$ cat src/rtl/dgst_pkg.sv
package dgst_pkg;

  localparam logic [7:0] OFS_RESET  = 8'h00;
  localparam logic [7:0] OFS_LEN_HI = 8'h04;
  localparam logic [7:0] OFS_LEN_LO = 8'h08;
  localparam logic [7:0] OFS_CTRL   = 8'h0C;
  localparam logic [7:0] OFS_STATUS = 8'h10;
  localparam logic [7:0] OFS_ENABLE = 8'h14;
  localparam logic [7:0] OFS_CLEAR  = 8'h18;
  localparam logic [7:0] OFS_QUEUE  = 8'h1C;
  localparam logic [7:0] OFS_ID0    = 8'h40;
  localparam logic [7:0] OFS_ID1    = 8'h50;
  localparam logic [7:0] OFS_ID2    = 8'h60;
  localparam logic [7:0] OFS_ID3    = 8'h70;

  typedef enum logic [3:0] {
    SEL_NONE, SEL_RESET, SEL_LEN_HI, SEL_LEN_LO, SEL_CTRL, SEL_STATUS,
    SEL_ENABLE, SEL_QUEUE, SEL_ID0, SEL_ID1, SEL_ID2, SEL_ID3
  } rd_sel_e;

  // Strobes handed from the decoder to the datapath
  typedef struct packed {
    logic    wrReset;
    logic    wrLenHi;
    logic    wrLenLo;
    logic    wrCtrl;
    logic    wrEnable;
    logic    wrClear;
    logic    rdAny;
    logic    rdQueue;
    rd_sel_e rdSel;
  } dgst_strobe_t;

  function automatic logic [3:0] wordsForAlgo(input logic [1:0] algo);
    case (algo)
      2'd0:    return 4'd4;
      2'd1:    return 4'd5;
      2'd2:    return 4'd7;
      default: return 4'd8;
    endcase
  endfunction

endpackage

$ cat src/rtl/dgst_ctrl.sv
module dgst_ctrl
  import dgst_pkg::*;
(
  input  logic [7:0]   busAddr,
  input  logic         busWe,
  input  logic         busRe,
  output dgst_strobe_t strobes
);

  rd_sel_e sel;

  always_comb begin
    case (busAddr)
      OFS_RESET:  sel = SEL_RESET;
      OFS_LEN_HI: sel = SEL_LEN_HI;
      OFS_LEN_LO: sel = SEL_LEN_LO;
      OFS_CTRL:   sel = SEL_CTRL;
      OFS_STATUS: sel = SEL_STATUS;
      OFS_ENABLE: sel = SEL_ENABLE;
      OFS_QUEUE:  sel = SEL_QUEUE;
      OFS_ID0:    sel = SEL_ID0;
      OFS_ID1:    sel = SEL_ID1;
      OFS_ID2:    sel = SEL_ID2;
      OFS_ID3:    sel = SEL_ID3;
      default:    sel = SEL_NONE;
    endcase
  end

  always_comb begin
    strobes.wrReset  = busWe && (busAddr == OFS_RESET);
    strobes.wrLenHi  = busWe && (busAddr == OFS_LEN_HI);
    strobes.wrLenLo  = busWe && (busAddr == OFS_LEN_LO);
    strobes.wrCtrl   = busWe && (busAddr == OFS_CTRL);
    strobes.wrEnable = busWe && (busAddr == OFS_ENABLE);
    strobes.wrClear  = busWe && (busAddr == OFS_CLEAR);
    strobes.rdAny    = busRe;
    strobes.rdQueue  = busRe && (busAddr == OFS_QUEUE);
    strobes.rdSel    = sel;
  end

endmodule

$ cat src/rtl/dgst_datapath.sv
module dgst_datapath
  import dgst_pkg::*;
#(
  parameter int          QDEPTH   = 8,
  parameter logic [31:0] ID_WORD0 = 32'h4447_0001,
  parameter logic [31:0] ID_WORD1 = 32'h0000_0102,
  parameter logic [31:0] ID_WORD2 = 32'h0000_000F,
  parameter logic [31:0] ID_WORD3 = 32'h0000_0008
) (
  input  logic         clk,
  input  logic         rstN,
  input  dgst_strobe_t strobes,
  input  logic [31:0]  busWdata,
  input  logic         coreWordValid,
  input  logic [31:0]  coreWord,
  input  logic         coreDone,
  input  logic         dataWordSeen,
  output logic [31:0]  busRdata,
  output logic         configured,
  output logic         engineReset,
  output logic [1:0]   cfgAlgo,
  output logic [1:0]   cfgByteOrder,
  output logic [63:0]  msgLenBits,
  output logic [3:0]   statusBits,
  output logic [3:0]   enableBits,
  output logic [$clog2(QDEPTH+1)-1:0] qCount,
  output logic         irq
);

  localparam int PTRW = (QDEPTH > 1) ? $clog2(QDEPTH) : 1;
  localparam int CNTW = $clog2(QDEPTH + 1);

  logic [31:0]     lenHi, lenLo;
  logic [31:0]     qMem [QDEPTH];
  logic [PTRW-1:0] wrPtr, rdPtr;
  logic            softClr, pushEn, popEn, emptyRead, pending;
  logic [3:0]      setMask, clrMask;
  logic [31:0]     rdMux;

  assign softClr   = engineReset;
  assign pushEn    = coreWordValid && !softClr && (qCount < CNTW'(QDEPTH));
  assign popEn     = strobes.rdQueue && (qCount != '0);
  assign emptyRead = strobes.rdQueue && (qCount == '0);
  assign setMask   = {dataWordSeen && !configured, emptyRead, coreDone, pushEn};
  assign clrMask   = strobes.wrClear ? busWdata[3:0] : 4'h0;
  assign pending   = |(statusBits & enableBits);
  assign msgLenBits = {lenHi, lenLo};

  // Configuration registers
  always_ff @(posedge clk) begin
    if (!rstN) begin
      lenHi        <= '0;
      lenLo        <= '0;
      cfgAlgo      <= '0;
      cfgByteOrder <= '0;
      enableBits   <= '0;
      engineReset  <= 1'b0;
      configured   <= 1'b0;
    end else begin
      if (strobes.wrLenHi)  lenHi <= busWdata;
      if (strobes.wrLenLo)  lenLo <= busWdata;
      if (strobes.wrEnable) enableBits <= busWdata[3:0];
      if (strobes.wrReset)  engineReset <= busWdata[0];
      if (strobes.wrCtrl) begin
        cfgAlgo      <= busWdata[1:0];
        cfgByteOrder <= busWdata[9:8];
      end
      if (softClr)                     configured <= 1'b0;
      else if (strobes.wrCtrl)         configured <= 1'b1;
    end
  end

  // Interrupt status and request
  always_ff @(posedge clk) begin
    if (!rstN || softClr) begin
      statusBits <= '0;
      irq        <= 1'b0;
    end else begin
      statusBits <= (statusBits & ~clrMask) | setMask;
      irq        <= pending;
    end
  end

  // Result queue
  always_ff @(posedge clk) begin
    if (pushEn) qMem[wrPtr] <= coreWord;
  end

  always_ff @(posedge clk) begin
    if (!rstN || softClr) begin
      wrPtr  <= '0;
      rdPtr  <= '0;
      qCount <= '0;
    end else begin
      if (pushEn) wrPtr <= (wrPtr == PTRW'(QDEPTH - 1)) ? '0 : wrPtr + 1'b1;
      if (popEn)  rdPtr <= (rdPtr == PTRW'(QDEPTH - 1)) ? '0 : rdPtr + 1'b1;
      case ({pushEn, popEn})
        2'b10:   qCount <= qCount + 1'b1;
        2'b01:   qCount <= qCount - 1'b1;
        default: qCount <= qCount;
      endcase
    end
  end

  // Read multiplexer
  always_comb begin
    case (strobes.rdSel)
      SEL_RESET:  rdMux = {31'b0, engineReset};
      SEL_LEN_HI: rdMux = lenHi;
      SEL_LEN_LO: rdMux = lenLo;
      SEL_CTRL:   rdMux = {22'b0, cfgByteOrder, 6'b0, cfgAlgo};
      SEL_STATUS: rdMux = {23'b0, pending, 4'b0, statusBits};
      SEL_ENABLE: rdMux = {28'b0, enableBits};
      SEL_QUEUE:  rdMux = (qCount != '0) ? qMem[rdPtr] : 32'h0;
      SEL_ID0:    rdMux = ID_WORD0;
      SEL_ID1:    rdMux = ID_WORD1;
      SEL_ID2:    rdMux = ID_WORD2;
      SEL_ID3:    rdMux = ID_WORD3;
      default:    rdMux = 32'h0;
    endcase
  end

  always_ff @(posedge clk) begin
    if (!rstN)              busRdata <= '0;
    else if (strobes.rdAny) busRdata <= rdMux;
  end

endmodule

$ cat src/rtl/digest_reg_frontend.sv
module digest_reg_frontend
  import dgst_pkg::*;
#(
  parameter int          QDEPTH   = 8,
  parameter logic [31:0] ID_WORD0 = 32'h4447_0001,
  parameter logic [31:0] ID_WORD1 = 32'h0000_0102,
  parameter logic [31:0] ID_WORD2 = 32'h0000_000F,
  parameter logic [31:0] ID_WORD3 = 32'h0000_0008
) (
  input  logic        clk,
  input  logic        rstN,
  input  logic [7:0]  busAddr,
  input  logic        busWe,
  input  logic        busRe,
  input  logic [31:0] busWdata,
  output logic [31:0] busRdata,
  input  logic        coreWordValid,
  input  logic [31:0] coreWord,
  input  logic        coreDone,
  input  logic        dataWordSeen,
  output logic        configured,
  output logic        engineReset,
  output logic [1:0]  cfgAlgo,
  output logic [1:0]  cfgByteOrder,
  output logic [63:0] msgLenBits,
  output logic [3:0]  digestWords,
  output logic        irq
);

  localparam int CNTW = $clog2(QDEPTH + 1);

  dgst_strobe_t    strobes;
  logic [3:0]      statusBits, enableBits;
  logic [CNTW-1:0] qCount;

  dgst_ctrl ctrl_i (
    .busAddr (busAddr),
    .busWe   (busWe),
    .busRe   (busRe),
    .strobes (strobes)
  );

  dgst_datapath #(
    .QDEPTH   (QDEPTH),
    .ID_WORD0 (ID_WORD0),
    .ID_WORD1 (ID_WORD1),
    .ID_WORD2 (ID_WORD2),
    .ID_WORD3 (ID_WORD3)
  ) dp_i (
    .clk           (clk),
    .rstN          (rstN),
    .strobes       (strobes),
    .busWdata      (busWdata),
    .coreWordValid (coreWordValid),
    .coreWord      (coreWord),
    .coreDone      (coreDone),
    .dataWordSeen  (dataWordSeen),
    .busRdata      (busRdata),
    .configured    (configured),
    .engineReset   (engineReset),
    .cfgAlgo       (cfgAlgo),
    .cfgByteOrder  (cfgByteOrder),
    .msgLenBits    (msgLenBits),
    .statusBits    (statusBits),
    .enableBits    (enableBits),
    .qCount        (qCount),
    .irq           (irq)
  );

  assign digestWords = wordsForAlgo(cfgAlgo);

endmodule

$ cat config.mk
export PLATFORM = sky130hd
export DESIGN_NAME = digest_reg_frontend
export DESIGN_NICKNAME = d
export VERILOG_FILES = /design/src/rtl/dgst_pkg.sv /design/src/rtl/dgst_ctrl.sv /design/src/rtl/dgst_datapath.sv /design/src/rtl/digest_reg_frontend.sv
export SDC_FILE = /design/constraint.sdc
export NUM_CORES = 1
export LEC_CHECK = 0
export BUFFER_PORTS_ARGS = -buffer_cell sky130_fd_sc_hd__clkbuf_2
export CORE_MARGIN = 4
export CORE_UTILIZATION = 63
export CTS_CLUSTER_DIAMETER = 200
export DETAILED_ROUTE_END_ITERATION = 8
export PLACE_DENSITY = 0.85
export SLEW_MARGIN = 40
export SYNTH_ARGS = -nofsm -noshare
export SYNTH_HDL_FRONTEND = slang
export SYNTH_HIERARCHICAL = 1
export SYNTH_SLANG_ARGS = --single-unit
$ cat constraint.sdc
create_clock -name clk -period 9.3 [get_ports clk]
set_input_delay 1.86 -clock clk [delete_from_list [all_inputs] [get_ports clk]]
set_output_delay 1.86 -clock clk [all_outputs]
set_load 0.005 [all_outputs]
==> flow_summary.json, run 1 <==
{
  "status": "finished clean",
  "fp.dieW_um": 165,
  "cp_cell_sequence": "clkbuf_2 > or3_4 > or3_1 > nor3_1 > nand2b_1 > inv_1 > ha_1 > xor2_1 > ha_1 > nor4b_1 > nor3b_1 > or4_1 > a21oi_1",
  "synthArstFlopShare": 0,
  "switchingPower_uw": 715,
  "rsz0062_at_grt": "false",
  "ys.flop_type": "edfxtp_1",
  "hold_path_end": "dp_i/configured",
  "setup_viol_count_final": 0,
  "post_cts_buffers": 0,
  "slew_viol_final": 0,
  "hold_violations": 0,
  "cts-root-buf": "clkbuf_16",
  "timing.final.crit_share": 0.567,
  "clock_sinks": 380,
  "r2r_end": "dp_i/qCount[2]",
  "grt_max_degree": 106,
  "setup_tns_ns": 0,
  "seq_area_frac_synth": 0.651,
  "num_rows": 57,
  "clockPowerShare": 0.428,
  "yosys_warnings": 6,
  "route.detailed.drc": 0,
  "first_pass_iters": 5,
  "pwr-share-comb": 0.036,
  "start_util": 0.642,
  "avgSynthCellArea_um2": 15.2,
  "final_antenna_net_count": 0,
  "layout_commonest_cell": "edfxtp_1",
  "antenna_found_initial": 5,
  "cpMostUsedCell": "ha_1",
  "htreeDepth": 2,
  "whs_path_depth": 2,
  "max_slew.worst_pin.slew_ns": 0.835,
  "r2r_setup_slack_ns": 6.08,
  "final_cell_mix": "256 x edfxtp_1, 185 x clkbuf_2, 122 x dfxtp_1",
  "synth.distinct_cells": 56,
  "first_global_vias": 9426,
  "required_ns": 9.74,
  "synthTopCellsByArea": "edfxtp_1 49%, dfxtp_1 16%, mux4_2 9.2%",
  "rr_worst_depth": 10,
  "worstSetupPathType": "in2reg",
  "startpoint_type": "input pin",
  "area_delta_synth_final_pct": 15.5,
  "grt_usage": 0.272,
  "crit_buf_inv": 2,
  "ir_drop_mv": 0.159,
  "grt_pass1_wl_mm": 55.9,
  "worstPathMaxFanout": 9,
  "cellLeakagePower_uw": 0.00602,
  "drtIter0Drc": 987,
  "drive_above_1_share": 0.309,
  "cap_violations": 0,
  "yosysTopAreaCell": "edfxtp_1",
  "ios": 186,
  "io_buffers": 185,
  "cts_tree": "yes",
  "hold_path.startpoint": "dp_i/configured",
  "cts_resized": 0,
  "routed-via-count": 9667,
  "slowest_stage": "nor3_1",
  "p_seq_frac": 0.536,
  "intPower_uw": 2720,
  "cts.clk_slew.worst_paths_ns": 0.06,
  "swShare": 0.208,
  "hold_path.class": "reg2reg",
  "grt_overflow_total": 0,
  "synth_edf_count": 256,
  "period_minus_slack_ns": 5.28,
  "end_kind": "register",
  "synthesis.area_mm2": 0.0156,
  "syn-num-nets": 1120,
  "fin_nets": 1293,
  "final_core_util": 0.742,
  "synth_seq_cells": 380,
  "synthCells": 1029,
  "wl_per_cell_um": 23.9,
  "cpPeakStageDelay_ns": 0.76,
  "coreArea_mm2": 0.0243,
  "via_per_inst": 6.21,
  "dieArea_mm2": 0.0274,
  "relSlewSlack": 0.439,
  "dp_hpwl_mm": 22.5,
  "power_density_mw_per_mm2": 191,
  "drt_wl_total_mm": 37.2,
  "fmax_ghz": 0.189,
  "yosysTopAreaCellShare": 0.492,
  "hold_buffers": 0,
  "gp_congestion": 0.838,
  "crit_arrival_ns": 5.72,
  "fin_worst_skew_ns": 0.0122,
  "cts_buffer_depth": 3,
  "clock_latency_ns": 0.53,
  "cp_top_family": "simple AND/OR/NAND/NOR gates",
  "numCtsBuffers": 37,
  "fp.dieH_um": 165,
  "r2r-start": "dp_i/qCount[3]"
}
==> cells in the mapped netlist, drive strengths merged, types with 5 or more instances <==
cell type / instances
ha: 12
nand3: 14
nand2: 31
mux2i: 77
edfxtp: 256
mux2: 31
mux4: 64
nor3b: 10
nor3: 12
a22oi: 28
inv: 9
dfxtp: 124
a31oi: 5
buf: 30
clkbuf: 38
nor2: 20
nor2b: 107
o21ai: 34
or3: 6
a21oi: 69
a211oi: 10
nand2b: 5
==> power groups by stage <==
stage | clock network [µW] | logic, µW | registers [µW]
after floorplan | 0 | 65.4 | 1870
after global placement | 0 | 117 | 1870
after detailed placement | 0 | 122 | 1880
after CTS | 1490 | 123 | 1840
after global routing | 1570 | 133 | 1840
final | 1470 | 124 | 1840
==> worst register-to-register path: cells and delay by family (launching register included) <==
family | cells | cell delay, ns
AOI/OAI and AO/OA | 1 | 0.14
xor gates and xnor gates | 1 | 0.17
adders and majority gates | 2 | 0.50
buffers and inverters | 1 | 0.07
DFF | 1 | 0.40
and+or+nand+nor | 5 | 1.86
==> registers in the layout, summed over array words and instances, names as in the netlist, named ones only <==
register           count
dp_i/statusBits        4
dp_i/enableBits        4
dp_i/engineReset       1
dp_i/wrPtr             3
dp_i/cfgAlgo           2
dp_i/irq               1
dp_i/cfgByteOrder      2
dp_i/rdPtr             3
dp_i/qCount            4
dp_i/busRdata         32
dp_i/qMem            256
dp_i/configured        1
dp_i/lenHi            32
dp_i/lenLo            32
==> logic make-up (layout without fill, tap and decap cells) <==
group	after synthesis	after routing	synth area share
flip-flops	380	380	0.651
AND/OR/NAND/NOR	223	223	0.0875
multiplexers	172	172	0.164
AO/OA/AOI/OAI	163	163	0.0632
buffers and inverters	77	279	0.0234
adder cells (fa/ha/maj)	12	12	0.00961
XOR/XNOR	2	2	0.00112
other	0	1	0
==> layer usage <==
| metal | global-route usage | vias up | routed length [µm] |
|---|---|---|---|
| li1 | - | 4300 | - |
| met2 | 0.426 | 511 | 17400 |
| met5 | 0 | - | 52 |
| met1 | 0.387 | 4775 | 14900 |
| met3 | 0.0628 | 73 | 3890 |
| met4 | 0.0814 | 8 | 925 |
==> cell type report <==
type / count / area (µm²)
Clock buffer: 41 / 983
Clock inverter: 27 / 218
Inverter: 9 / 36.3
Fill cell: 1464 / 6280
Tap cell: 324 / 405
Timing Repair Buffer: 202 / 1070
Antenna cell: 1 / 2.50
Sequential cell: 380 / 10200
Multi-Input combinational cell: 572 / 5150
==> how the worst max path moves through the flow <==
| stage | start | end | slack, ns | depth (start not counted) |
|---|---|---|---|---|
| finish | busAddr[1] | dp_i/qCount[2] | 4.02 | 13 |
| global route | busAddr[1] | dp_i/qCount[2] | 3.83 | 13 |
| CTS | busAddr[1] | dp_i/qCount[2] | 4.13 | 13 |
| detailed placement | busAddr[1] | dp_i/qCount[2] | 3.71 | 13 |
| global placement | busAddr[1] | dp_i/qCount[2] | 3.84 | 13 |
| floorplan | coreWordValid | dp_i/qMem[2][0] | 3.11 | 3 |
==> stage by stage <==
step	cells	worst slack (ns)	hold WS [ns]	power [µW]	instance area, µm²
detailed placement	1487	3.71	0.492	2000	16800
global route	1556	3.83	0.541	3540	18000
floorplan	1029	3.11	0.468	1940	15600
CTS	1555	4.13	0.502	3460	18000
global placement	1486	3.84	0.474	1990	16800
finish	1556	4.02	0.508	3440	18000
Power figures use the tool's default switching activity.
==> inputs of run 2 (changes only) <==
Settings changed: CORE_UTILIZATION 63 to 58, PLACE_DENSITY 0.85 to 0.79.
Clock period 9.3 ns to 5.35 ns, I/O delays scaled along.
==> flow_summary.json, run 2 (synthesized netlist as in run 1, its figures left out) <==
{
  "route.detailed.drc": 2,
  "r2r_setup_slack_ns": 2.27,
  "via_per_inst": 6.09,
  "cts.clk_slew.worst_paths_ns": 0.06,
  "regArea_mm2": 0.0102,
  "ios": 186,
  "cts_buffer_depth": 3,
  "grt_usage": 0.247,
  "max_slew.worst_pin.slew_ns": 0.803,
  "grt_most_used_layer": "met2",
  "worstPathMaxFanout": 19,
  "clock_sinks": 380,
  "fin_worst_skew_ns": 0.0202,
  "status": "finished, violations left",
  "io_buffers": 185,
  "first_global_vias": 9156,
  "grtUsageMet1": 0.351,
  "drtIter0Drc": 777,
  "relSlewSlack": 0.464,
  "rsz0062_at_grt": "false",
  "grt_max_degree": 106,
  "first_pass_iters": 7,
  "required_ns": 5.80,
  "post_cts_buffers": 0,
  "final_cell_mix": "256 x edfxtp_1, 185 x clkbuf_2, 122 x dfxtp_1",
  "htreeDepth": 2,
  "use_met3": 0.0565,
  "cts-root-buf": "clkbuf_16",
  "cts_tree": "yes",
  "start_util": 0.594,
  "dp_hpwl_mm": 22.8,
  "cellLeakagePower_uw": 0.00604,
  "crit_arrival_ns": 4.30,
  "end_kind": "register",
  "multi_input_area_mm2": 0.00516,
  "place_ws_ns": 1.01,
  "startpoint_type": "input pin",
  "crit_start": "busAddr[1]",
  "grt_pass1_wl_mm": 55.5,
  "dieArea_mm2": 0.0296,
  "hold_buffers": 0,
  "slew_viol_final": 0,
  "cp_cell_sequence": "clkbuf_2 > or3_4 > or3_1 > a21oi_1 > ha_1 > nand3_2 > nor3b_4 > a22oi_1 > a21oi_1",
  "cts_resized": 0,
  "area_delta_synth_final_pct": 15.6,
  "fp.dieH_um": 172,
  "worstSetupPathType": "in2reg",
  "antenna_found_initial": 3,
  "setup_tns_ns": 0,
  "wl_per_cell_um": 23.7,
  "power_density_mw_per_mm2": 330,
  "fmax_ghz": 0.260,
  "r2r-start": "dp_i/qCount[3]",
  "cpPeakStageDelay_ns": 0.74,
  "layout_commonest_cell": "edfxtp_1",
  "drive_above_1_share": 0.310,
  "setup_viol_count_final": 0,
  "layout_setup_ws_ns": 1.51,
  "clock_latency_ns": 0.52,
  "num_rows": 59,
  "violations": "DRC",
  "cap_violations": 0,
  "whs_ns": 0.499,
  "cpMostUsedCell": "a21oi_1",
  "slowest_stage": "nor3b_4",
  "gp_congestion": 0.828,
  "drt_wl_total_mm": 37.1,
  "hold_violations": 0,
  "largest_register_ff_count": 256,
  "ir_drop_mv": 0.215,
  "coreArea_mm2": 0.0263,
  "period_minus_slack_ns": 3.84,
  "timing.final.crit_share": 0.719,
  "final_antenna_net_count": 0,
  "grtUsageMet2": 0.390,
  "numCtsBuffers": 38,
  "nFillCells": 1754,
  "grt_overflow_total": 0,
  "fp.dieW_um": 172,
  "routed-via-count": 9534,
  "hold_path.startpoint": "dp_i/configured",
  "fin_nets": 1296,
  "regMostFlops": "dp_i/qMem",
  "hold_path.class": "reg2reg"
}
[run 2: changes by cell type in the layout (fill, tap and decap cells not counted), sizes merged]
cell / delta
clkinv: -9
clkbuf: +8
clkinvlp: -3
buf: +2
inv: +2
bufinv: -1
[run 2: worst max-delay path, delay by kind of cell]
family	cells	cell delay (ns)
simple gates	4	1.93
buf+inv	1	0.08
fa+ha+maj	1	0.47
compound gates	3	0.75
[run 2: path summary, 6_finish.rpt]
path,cells after the start,to
hold reg to reg,2,dp_i/configured
setup / recovery,9,dp_i/busRdata[14]
setup reg to reg,10,dp_i/qCount[2]
hold / removal,2,dp_i/configured
[run 2: power by group]
| group | switching, µW | total (µW) | internal [µW] | leakage, µW |
|---|---|---|---|---|
| Combinational | 134 | 215 | 80.7 | 0.00212 |
| Sequential | 22.8 | 3200 | 3180 | 0.00333 |
| Clock | 1060 | 2540 | 1470 | 0.000585 |
[run 2: layout make-up]
type,instances,area share
well taps,335,0.0232
multi-input cells,572,0.286
repair buffers,204,0.0596
clock inverters,16,0.00735
flip-flops and latches,380,0.564
clock buffers,49,0.0578
inverters,9,0.00201
diodes,1,0.000139
[run 2: layer usage]
metal,vias to the layer above,share of wire
li1,4298,-
met1,4707,0.42
met2,458,0.47
met3,65,0.087
met4,6,0.022
met5,-,0.00097
[run 2: through the flow]
stage,utilization,total power [µW],cell area (µm²),std cells
after floorplan,-,3370,15600,1029
after global placement,0.641,3470,16900,1499
after detailed placement,0.642,3470,16900,1500
after CTS,0.686,5980,18000,1565
after global routing,0.687,6140,18000,1565
final,0.687,5950,18000,1566
